## config.mk

```make
export PLATFORM = sky130hd
export DESIGN_NAME = clk_src_guard
export DESIGN_NICKNAME = d
export VERILOG_FILES = /design/src/rtl/clk_src_guard_pkg.sv /design/src/rtl/csg_req_check.sv /design/src/rtl/csg_enable_reg.sv /design/src/rtl/csg_switch_ctrl.sv /design/src/rtl/clk_src_guard.sv
export SDC_FILE = /design/constraint.sdc
export NUM_CORES = 1
export LEC_CHECK = 0
export ABC_AREA = 1
export CAP_MARGIN = 20
export CORE_ASPECT_RATIO = 1.5
export CORE_MARGIN = 4
export CORE_UTILIZATION = 45
export CTS_BUF_LIST = sky130_fd_sc_hd__clkbuf_4 sky130_fd_sc_hd__clkbuf_8
export CTS_CLUSTER_SIZE = 16
export DETAILED_ROUTE_END_ITERATION = 8
export PLACE_DENSITY = 0.81
export SETUP_SLACK_MARGIN = 0.05
export SLEW_MARGIN = 15
export SYNTH_ARGS = -nofsm -noshare
export SYNTH_HDL_FRONTEND = slang
export SYNTH_HIERARCHICAL = 1
export SYNTH_SLANG_ARGS = --single-unit
```

## constraint.sdc

```tcl
create_clock -name clk -period 2.4 [get_ports clk]
set_input_delay 0.24 -clock clk [delete_from_list [all_inputs] [get_ports clk]]
set_output_delay 0.24 -clock clk [all_outputs]
set_load 0.01 [all_outputs]
```

## src/rtl/clk_src_guard_pkg.sv

```systemverilog
// Shared constants and source codes for the protected clock source selector.
// Assumes at most eight oscillators, so the code fits in three bits.
package clk_src_guard_pkg;

    localparam int unsigned CSG_SRC_COUNT = 6;
    localparam int unsigned CSG_CODE_W    = 3;

    typedef enum logic [CSG_CODE_W-1:0] {
        SRC_INT_A   = 3'd0,
        SRC_INT_B   = 3'd1,
        SRC_INT_C   = 3'd2,
        SRC_EXT     = 3'd3,
        SRC_LF_XTAL = 3'd4,
        SRC_PLL     = 3'd5
    } src_code_e;

endpackage

```

## src/rtl/csg_req_check.sv

```systemverilog
// Selection request screening: classifies a request as acceptable or refused.
// Assumes usable_i is already the AND of enables and ready inputs.
module csg_req_check #(
    parameter int unsigned N_SRC = 6,
    parameter int unsigned SEL_W = 3
) (
    input  logic             req_i,
    input  logic [SEL_W-1:0] code_i,
    input  logic [N_SRC-1:0] usable_i,
    output logic             accept_o,
    output logic             refuse_o
);
    localparam logic [SEL_W-1:0] LAST_CODE = SEL_W'(N_SRC - 1);

    logic in_range;
    logic target_ok;

    // Decide whether the named oscillator exists and can drive the clock.
    always_comb begin
        in_range  = (code_i <= LAST_CODE);
        target_ok = in_range && usable_i[code_i];
        accept_o  = req_i && target_ok;
        refuse_o  = req_i && !target_ok;
    end

endmodule

```

## src/rtl/csg_enable_reg.sv

```systemverilog
// Oscillator enable register with protection of the active source's bit.
// Assumes keep_idx_i names the source that will be active after this edge.
module csg_enable_reg #(
    parameter int unsigned N_SRC   = 6,
    parameter int unsigned SEL_W   = 3,
    parameter int unsigned DEF_SRC = 0
) (
    input  logic             clk,
    input  logic             rst_n,
    input  logic             wr_i,
    input  logic [N_SRC-1:0] wdata_i,
    input  logic [SEL_W-1:0] keep_idx_i,
    output logic [N_SRC-1:0] en_o,
    output logic             refuse_o
);
    localparam logic [N_SRC-1:0] RST_EN = N_SRC'(1) << DEF_SRC;

    logic [N_SRC-1:0] en_q;
    logic [N_SRC-1:0] keep_mask;

    // Build the protected-bit mask and flag writes that try to clear it.
    always_comb begin
        keep_mask = N_SRC'(1) << keep_idx_i;
        refuse_o  = wr_i && ((wdata_i & keep_mask) != keep_mask);
    end

    // Store the written vector with the protected bit forced on.
    always_ff @(posedge clk) begin
        if (!rst_n) begin
            en_q <= RST_EN;
        end else if (wr_i) begin
            en_q <= wdata_i | keep_mask;
        end
    end

    assign en_o = en_q;

    // after any write, the protected source is still enabled.
    a_r6_keep_bit_set: assert property (@(posedge clk) disable iff (!rst_n)
        wr_i |=> en_q[$past(keep_idx_i)]);

endmodule

```

## src/rtl/csg_switch_ctrl.sv

```systemverilog
// Pending-switch and active-source control. A switch commits only on the
// active source's tick, so the system clock enable never splits a tick.
// Assumes ticks and ready inputs are already synchronous to clk.
module csg_switch_ctrl #(
    parameter int unsigned N_SRC   = 6,
    parameter int unsigned SEL_W   = 3,
    parameter int unsigned DEF_SRC = 0
) (
    input  logic             clk,
    input  logic             rst_n,
    input  logic             accept_i,
    input  logic [SEL_W-1:0] code_i,
    input  logic [N_SRC-1:0] usable_i,
    input  logic [N_SRC-1:0] tick_i,
    output logic [SEL_W-1:0] act_o,
    output logic [SEL_W-1:0] act_nxt_o,
    output logic             commit_fail_o,
    output logic             sys_ce_o
);
    localparam logic [SEL_W-1:0] DEF_CODE  = SEL_W'(DEF_SRC);
    localparam logic [SEL_W-1:0] LAST_CODE = SEL_W'(N_SRC - 1);

    logic [SEL_W-1:0] act_q;
    logic [SEL_W-1:0] pend_q;
    logic             pend_vld_q;
    logic             at_edge;
    logic             commit_go;
    logic [SEL_W-1:0] act_nxt;

    // Detect the commit edge and recheck the pending target there.
    always_comb begin
        at_edge       = pend_vld_q && tick_i[act_q];
        commit_go     = at_edge && usable_i[pend_q];
        commit_fail_o = at_edge && !usable_i[pend_q];
        act_nxt       = commit_go ? pend_q : act_q;
    end

    // Hold the active source and the single pending switch.
    always_ff @(posedge clk) begin
        if (!rst_n) begin
            act_q      <= DEF_CODE;
            pend_q     <= DEF_CODE;
            pend_vld_q <= 1'b0;
        end else begin
            act_q <= act_nxt;
            if (accept_i && (code_i == act_nxt)) begin
                pend_vld_q <= 1'b0;
            end else if (accept_i) begin
                pend_q     <= code_i;
                pend_vld_q <= 1'b1;
            end else if (at_edge) begin
                pend_vld_q <= 1'b0;
            end
        end
    end

    assign act_o     = act_q;
    assign act_nxt_o = act_nxt;
    assign sys_ce_o  = tick_i[act_q];

    // Checker state: which sources were usable one cycle ago.
    logic [N_SRC-1:0] usable_q;
    always_ff @(posedge clk) begin
        if (!rst_n) usable_q <= '0;
        else        usable_q <= usable_i;
    end

    // without a tick of the active source the selection cannot move.
    a_r4_hold_without_tick: assert property (@(posedge clk) disable iff (!rst_n)
        !tick_i[act_q] |=> $stable(act_q));

    // a newly active source was enabled and ready at the commit edge.
    a_r3_new_source_usable: assert property (@(posedge clk) disable iff (!rst_n)
        !$stable(act_q) |-> usable_q[act_q]);

    // the active code always names an existing oscillator.
    a_r2_code_in_range: assert property (@(posedge clk) disable iff (!rst_n)
        act_q <= LAST_CODE);

endmodule

```

## src/rtl/clk_src_guard.sv

```systemverilog
// Protected clock source selector top. Screens selection and enable
// requests, holds the enable vector, commits switches on tick boundaries
// and reports refusals with a registered one-cycle pulse.
// Assumes all inputs are synchronous to clk.
module clk_src_guard
    import clk_src_guard_pkg::*;
#(
    parameter int unsigned N_SRC   = CSG_SRC_COUNT,
    parameter int unsigned SEL_W   = CSG_CODE_W,
    parameter int unsigned DEF_SRC = SRC_INT_A
) (
    input  logic             clk,
    input  logic             rst_n,
    input  logic             sel_req_i,
    input  logic [SEL_W-1:0] sel_code_i,
    input  logic             en_wr_i,
    input  logic [N_SRC-1:0] en_wdata_i,
    input  logic [N_SRC-1:0] osc_rdy_i,
    input  logic [N_SRC-1:0] osc_tick_i,
    output logic [SEL_W-1:0] act_src_o,
    output logic [N_SRC-1:0] osc_en_o,
    output logic [N_SRC-1:0] osc_ready_o,
    output logic             sys_ce_o,
    output logic             reject_o
);
    logic [N_SRC-1:0] en_w;
    logic [N_SRC-1:0] usable_w;
    logic             sel_accept;
    logic             sel_refuse;
    logic             en_refuse;
    logic             commit_fail;
    logic [SEL_W-1:0] act_w;
    logic [SEL_W-1:0] act_nxt_w;
    logic             reject_q;

    assign usable_w    = en_w & osc_rdy_i;
    assign osc_ready_o = usable_w;

    csg_req_check #(.N_SRC(N_SRC), .SEL_W(SEL_W)) chk_i (
        .req_i    (sel_req_i),
        .code_i   (sel_code_i),
        .usable_i (usable_w),
        .accept_o (sel_accept),
        .refuse_o (sel_refuse)
    );

    csg_switch_ctrl #(.N_SRC(N_SRC), .SEL_W(SEL_W), .DEF_SRC(DEF_SRC)) sw_i (
        .clk           (clk),
        .rst_n         (rst_n),
        .accept_i      (sel_accept),
        .code_i        (sel_code_i),
        .usable_i      (usable_w),
        .tick_i        (osc_tick_i),
        .act_o         (act_w),
        .act_nxt_o     (act_nxt_w),
        .commit_fail_o (commit_fail),
        .sys_ce_o      (sys_ce_o)
    );

    csg_enable_reg #(.N_SRC(N_SRC), .SEL_W(SEL_W), .DEF_SRC(DEF_SRC)) en_i (
        .clk        (clk),
        .rst_n      (rst_n),
        .wr_i       (en_wr_i),
        .wdata_i    (en_wdata_i),
        .keep_idx_i (act_nxt_w),
        .en_o       (en_w),
        .refuse_o   (en_refuse)
    );

    // Merge all refusals of this cycle into one registered pulse.
    always_ff @(posedge clk) begin
        if (!rst_n) reject_q <= 1'b0;
        else        reject_q <= sel_refuse | en_refuse | commit_fail;
    end

    assign act_src_o = act_w;
    assign osc_en_o  = en_w;
    assign reject_o  = reject_q;

    // the oscillator driving the system clock is never disabled.
    a_r6_active_enabled: assert property (@(posedge clk) disable iff (!rst_n)
        osc_en_o[act_src_o]);

    // an invalid code is always followed by a rejection pulse.
    a_r8_bad_code_flagged: assert property (@(posedge clk) disable iff (!rst_n)
        (sel_req_i && (sel_code_i > SEL_W'(N_SRC - 1))) |=> reject_o);

endmodule

```

* Word-level counts from Yosys, hierarchy flattened *
Cells that the tools add are included.

word-level totals
  register bits after elaboration = 14
  bits in latches = 0
  bits in writable memories = 0
  bits in read-only memories = 0
  bits of input ports = 25
  output and inout port bits = 17
  word-level logic and storage cells = 41
  memories kept = 0

cells by class
  add/subtract/negate cells = 0
  multipliers = 0
  divide/modulo/power cells = 0
  magnitude comparators = 4
  equal/unequal tests = 2
  shift-type cells = 1
  multiplexer cells = 9
  bitwise operators = 7
  reduce and logical (&&, ||, !) cells = 13

operator list
  kind                   count
  $and A6 B6 Y6          2
  $lt A3 B4 Y1 const B   3
  $bmux W1 S3            3
  $logic_and A1 B1 Y1    8
  $ne A6 B6 Y1           1
  $or A6 B6 Y6           1
  $shl A1 B3 Y6 const A  1
  $mux W1                5
  $eq A3 B3 Y1           1
  $le A3 B3 Y1 const B   1
  $mux W3                1
  $logic_not A1 Y1       2
  $not A1 Y1             2
  $or A1 B1 Y1           2
  $reduce_and A2 Y1      1
  $reduce_bool A2 Y1     1
  $reduce_or A2 Y1       1

* Logic depth before layout (Yosys ltp) *
  word-level depth = 11
  mapped depth = 19
  depth with buffers taken out = 19

* Modules after synthesis *
Netlist, hierarchy kept.

by module, submodules not included
  module           instances  cells each  area an instance (um2)  seq. area each (um2)
  csg_switch_ctrl  1          93          571.8                   140.1
  csg_enable_reg   1          48          315.3                   120.1
  csg_req_check    1          18          93.8                    0.0
  clk_src_guard    1          17          81.3                    20.0

* Least setup slack after synthesis *
OpenSTA, ideal clock, no wires.

  path type = flip-flop to flip-flop
  start = reg en_i.en_q[1], in the netlist en_i/en_o[1]
  end = reg reject_q, in the netlist reject_o
  library setup time = 0.070 ns
  arrival = 1.837 ns
  data required time = 2.330 ns
  path slack = 0.494 ns
  cell stages (with the launch flop) = 19
  path buffers = 0
  clock period less this slack = 1.906 ns
  cell sequence = dfxtp_1 nand2_1 inv_1 inv_1 nand2_1 nand3_1 nand2_1 nand2_1 nand2_2 nand3_4 nand2_1 nand2_1 inv_1 nand3_1 nor2_1 nor2_1 a21oi_1 inv_1 a21oi_1

between the ends
  word-level cells in the longest chain between the ends = 11
  elaborated cells on any way between the ends = 18
  those cells by class = eq/ne: 1; shift: 1; mux: 5; bitwise: 4; reduce/logical: 7

ends and longest elaborated chain
  item                             RTL line               text
  start, declared                  csg_enable_reg.sv:18   logic [N_SRC-1:0] en_q;
  start signal, assigned           csg_enable_reg.sv:32   en_q <= wdata_i | keep_mask;
  $and A6 B6 Y6 *                  clk_src_guard.sv:36    assign usable_w = en_w & osc_rdy_i;
  named net osc_ready_o[1]         clk_src_guard.sv:22    output logic [N_SRC-1:0] osc_ready_o,
  $bmux W1 S3 *                    csg_switch_ctrl.sv:33  commit_go = at_edge && usable_i[pend_q];
  $mux W1 (implied by the code) *  csg_switch_ctrl.sv:33
  $logic_and A1 B1 Y1 *            csg_switch_ctrl.sv:33
  $mux W3 *                        csg_switch_ctrl.sv:35  act_nxt = commit_go ? pend_q : act_q;
  named net act_nxt_w[1]           clk_src_guard.sv:33    logic [SEL_W-1:0] act_nxt_w;
  $shl A1 B3 Y6 *                  csg_enable_reg.sv:23   keep_mask = N_SRC'(1) << keep_idx_i;
  $and A6 B6 Y6                    csg_enable_reg.sv:24   refuse_o = wr_i && ((wdata_i & keep_mask) != keep_mask);
  $ne A6 B6 Y1 *                   csg_enable_reg.sv:24
  $logic_and A1 B1 Y1 *            csg_enable_reg.sv:24
  named net en_refuse              clk_src_guard.sv:30    logic en_refuse;
  $or A1 B1 Y1 * (2 in a row)      clk_src_guard.sv:73    else reject_q <= sel_refuse | en_refuse | commit_fail;
  end signal, assigned             clk_src_guard.sv:73
  end, declared                    clk_src_guard.sv:34    logic reject_q;

Mark *: on every way through the listed nets, which the timed path passes. The rest lies on a longest branch. The select of a mux whose other input is x is not followed.
A chain may end at the register's enable or synchronous reset.

* Final worst setup path *
  start = in osc_rdy_i[0]
  end = reg reject_q, in the netlist reject_o

between the ends
  word-level cells in the longest chain between the ends = 11
  elaborated cells on any way between the ends = 18
  those cells by class = eq/ne: 1; shift: 1; mux: 5; bitwise: 4; reduce/logical: 7

ends and longest elaborated chain
  item                             RTL line               text
  start, declared                  clk_src_guard.sv:18    input logic [N_SRC-1:0] osc_rdy_i,
  $and A6 B6 Y6 *                  clk_src_guard.sv:36
  $bmux W1 S3 *                    csg_switch_ctrl.sv:33
  $mux W1 (implied by the code) *  csg_switch_ctrl.sv:33
  $logic_and A1 B1 Y1 *            csg_switch_ctrl.sv:33
  $mux W3 *                        csg_switch_ctrl.sv:35
  named net act_nxt_w[1]           clk_src_guard.sv:33
  $shl A1 B3 Y6 *                  csg_enable_reg.sv:23
  $and A6 B6 Y6                    csg_enable_reg.sv:24
  $ne A6 B6 Y1 *                   csg_enable_reg.sv:24
  $logic_and A1 B1 Y1 *            csg_enable_reg.sv:24
  named net en_refuse              clk_src_guard.sv:30
  $or A1 B1 Y1 * (2 in a row)      clk_src_guard.sv:73

Marked as above.

==> results.md <==
* Via density at 5.17
* Critical path class: in -> reg
* Total gr overflow at 0
* RD Place Congestion at 0.880
* Largest family of logic cells by synthesized area: simple AND/OR/NAND/NOR gates
* Initial core utilization at 0.476
* Synth top cells by count: 39 x nand2_1, 32 x inv_1, 17 x nor2_1
* Fin util at 0.691
* Clk sink count at 14
* Num CTS Buffers at 3
* Tcrit/Tclk final at 0.885
* CTS root buffer: clkbuf_4
* Status: complete, no violations
* Worst Hold Class: reg -> reg
* Synthesized area per cell at 6.04 um^2
* DRC at 0
* Leak Pwr at 0.725 nW
* Syn Std Cell Area at 0.00106 mm^2
* Largest net degree at the start of global routing at 12
* Final WL at 3070 um
* Pwr dens at 357 mW/mm^2
* Mux cell area share after synthesis at 0
* Met3 usage at 0.0213
* Longest Clk Path Bufs at 2
* Area leader, netlist: dfxtp_1
* Die H at 67.5 um
* Register bit total from synthesis at 14
* IO Pins at 42
* PortBufs at 41
* Fin. Hold Viols at 0
* Synth Warn # at 6
* Nets at 249
* First-pass GRT wire length at 4840 um
* RSZ-0062 raised after global routing: no
* Worst hold margin at 0.529 ns
* Yosys cell types at 23
* Diode count at 0
* Fmax at 471 MHz
* CORE AREA at 0.00223 mm^2
* Setup WS pre-CTS at 0.00252 ns
* Clk Latency, worst-skew pair at 0.27 ns
* Antenna Nets Post-Route at 0
* DP HPWL at 2590 um
* Adder-cell area share of the yosys netlist at 0
* Drt pass-1 iters at 4
* Final min period at 2.13 ns
* Crit end category: register
* CTS tree: yes
* Sum Neg Setup Slack at 0 ns
* DR vias at 1,266
* WP data required at 2.61 ns
* Main area contributors after synthesis: dfxtp_1 26%, nand2_1 14%, inv_1 11%
* Startpoint types: input port
* Crit Path Max Fanout at 6
* Compound-Gate Fraction of Synth Area at 0.122
* Worst slew margin at 0.730
* Synth-to-Final Area Change at 45.2%
* Area share of the leading cell type in the synthesized netlist at 0.264
* XOR/XNOR Fraction of Synth Area at 0
* Setup-failing EPs final at 0
* Initial antenna violation count at 0
* Final WS setup at 0.275 ns
* Synth Flop Type: dfxtp_1
* H-tree depth at 1
* Met1 Usage GRT at 0.211
* Row Count at 21
* Most common cell in the netlist: nand2_1
* Synth Area in Simple Gates at 0.479
* Initial detailed-routing violation count at 28
* Critical Path AT at 2.33 ns
* Total Routing Usage GR at 0.206
* # fillers at 211
* Seq/Total Area, Yosys at 0.264
* Mapped Nets at 201
* Reg clk slew, reported paths at 0.08 ns
* Met2 Usage GRT at 0.379
* Syn Inst Count at 176
* Slew @ Worst Pin at 0.404 ns
* R2R Setup Slk at 0.32 ns
* MaxCap Viol Count at 0
* Post-Route Skew at 0.00103 ns
* Final Max Slew Viols at 0
* GR peak layer: met2
* Die width at 47.7 um
* Post-synth EDFFs at 0
* Peak VDD IR at 0.000309 V
* Number of post-CTS setup repair buffers at 0
* Layout cells sized above 1 at 0.144
* Total die area at 0.00322 mm^2
* Vias in the first global route at 1,233
* Routed WL per cell at 12.5 um
* Ys async rst share at 0
==> metrics by stage <==
stage / instance area (um^2) / power (W) / cells
final: 1540 / 0.000551 / 245
after detailed placement: 1520 / 0.000430 / 242
after global routing: 1540 / 0.000583 / 245
after CTS: 1540 / 0.000556 / 245
after floorplan: 1060 / 0.000337 / 176
after global placement: 1520 / 0.000427 / 242
==> state kept, by name (all words and copies together) (netlist names) <==
register / count
sw_i/act_o: 3
en_i/en_o: 6
sw_i/pend_vld_q: 1
sw_i/pend_q: 3
reject_o: 1
==> final cells by class <==
class / count / area (um^2) / share of cell area
multi-input cells: 124 / 639 / 0.414
repair buffers: 44 / 433 / 0.281
flip-flops and latches: 14 / 280 / 0.182
inverters: 37 / 139 / 0.0900
well taps: 23 / 28.8 / 0.0187
clock buffers: 3 / 22.5 / 0.0146
==> cells in the final DEF (no fill, tap or decap), types with 2 or more instances in the layout <==
cell type,n
buf_4,3
nor2_2,4
inv_1,31
nand3_1,16
or2_1,3
nand4_1,4
nand2_1,39
clkdlybuf4s50_1,41
o211ai_1,2
nor2_1,17
dfxtp_1,14
o21ai_0,5
inv_2,6
clkbuf_4,3
nand2_2,10
a21oi_1,13
a31oi_1,2
nand3_4,2
==> what timing repair did <==
item	4_1_cts	5_1_grt
hold buffers	0	0
gates resized for setup	0	1
endpoints found under the setup margin	0	1
==> report_power, final <==
part / leakage [nW] / switching, W / internal [W]
sequential: 0.115 / 0.0000117 / 0.000244
clock: 0.0138 / 0.0000676 / 0.0000580
combinational: 0.596 / 0.0000812 / 0.0000884
==> logic make-up after synthesis <==
group / count (synthesis)
buffers and inverters: 38
AOI/OAI and AO/OA: 23
DFF: 14
and+or+nand+nor: 101
==> per-layer routing <==
| metal | up-vias | wire length (um) |
|---|---|---|
| met4 | 0 | 65 |
| li1 | 649 | - |
| met3 | 6 | 116 |
| met1 | 579 | 1160 |
| met5 | - | 0 |
| met2 | 32 | 1720 |
==> worst paths after layout <==
kind,startpoint,end,cells after the start
hold / removal,en_i/en_o[0],en_i/en_o[0],2
setup / recovery,osc_rdy_i[0],reject_o,19
setup reg to reg,en_i/en_o[0],reject_o,18
hold reg to reg,en_i/en_o[0],en_i/en_o[0],2
==> critical path, stage by stage <==
cell and delay, ns:
clkdlybuf4s50_1 0.46, nand2_1 0.04, inv_1 0.11, inv_2 0.04
nand2_1 0.06, nand3_1 0.06, nand2_1 0.07, nand2_1 0.06
nand2_2 0.13, nand3_4 0.11, nand2_1 0.11, nand2_1 0.14
inv_2 0.12, nand3_1 0.10, nor2_1 0.11, nor2_1 0.06
a21oi_1 0.13, inv_1 0.06, a21oi_1 0.13
(Power assumes the default switching activity.)
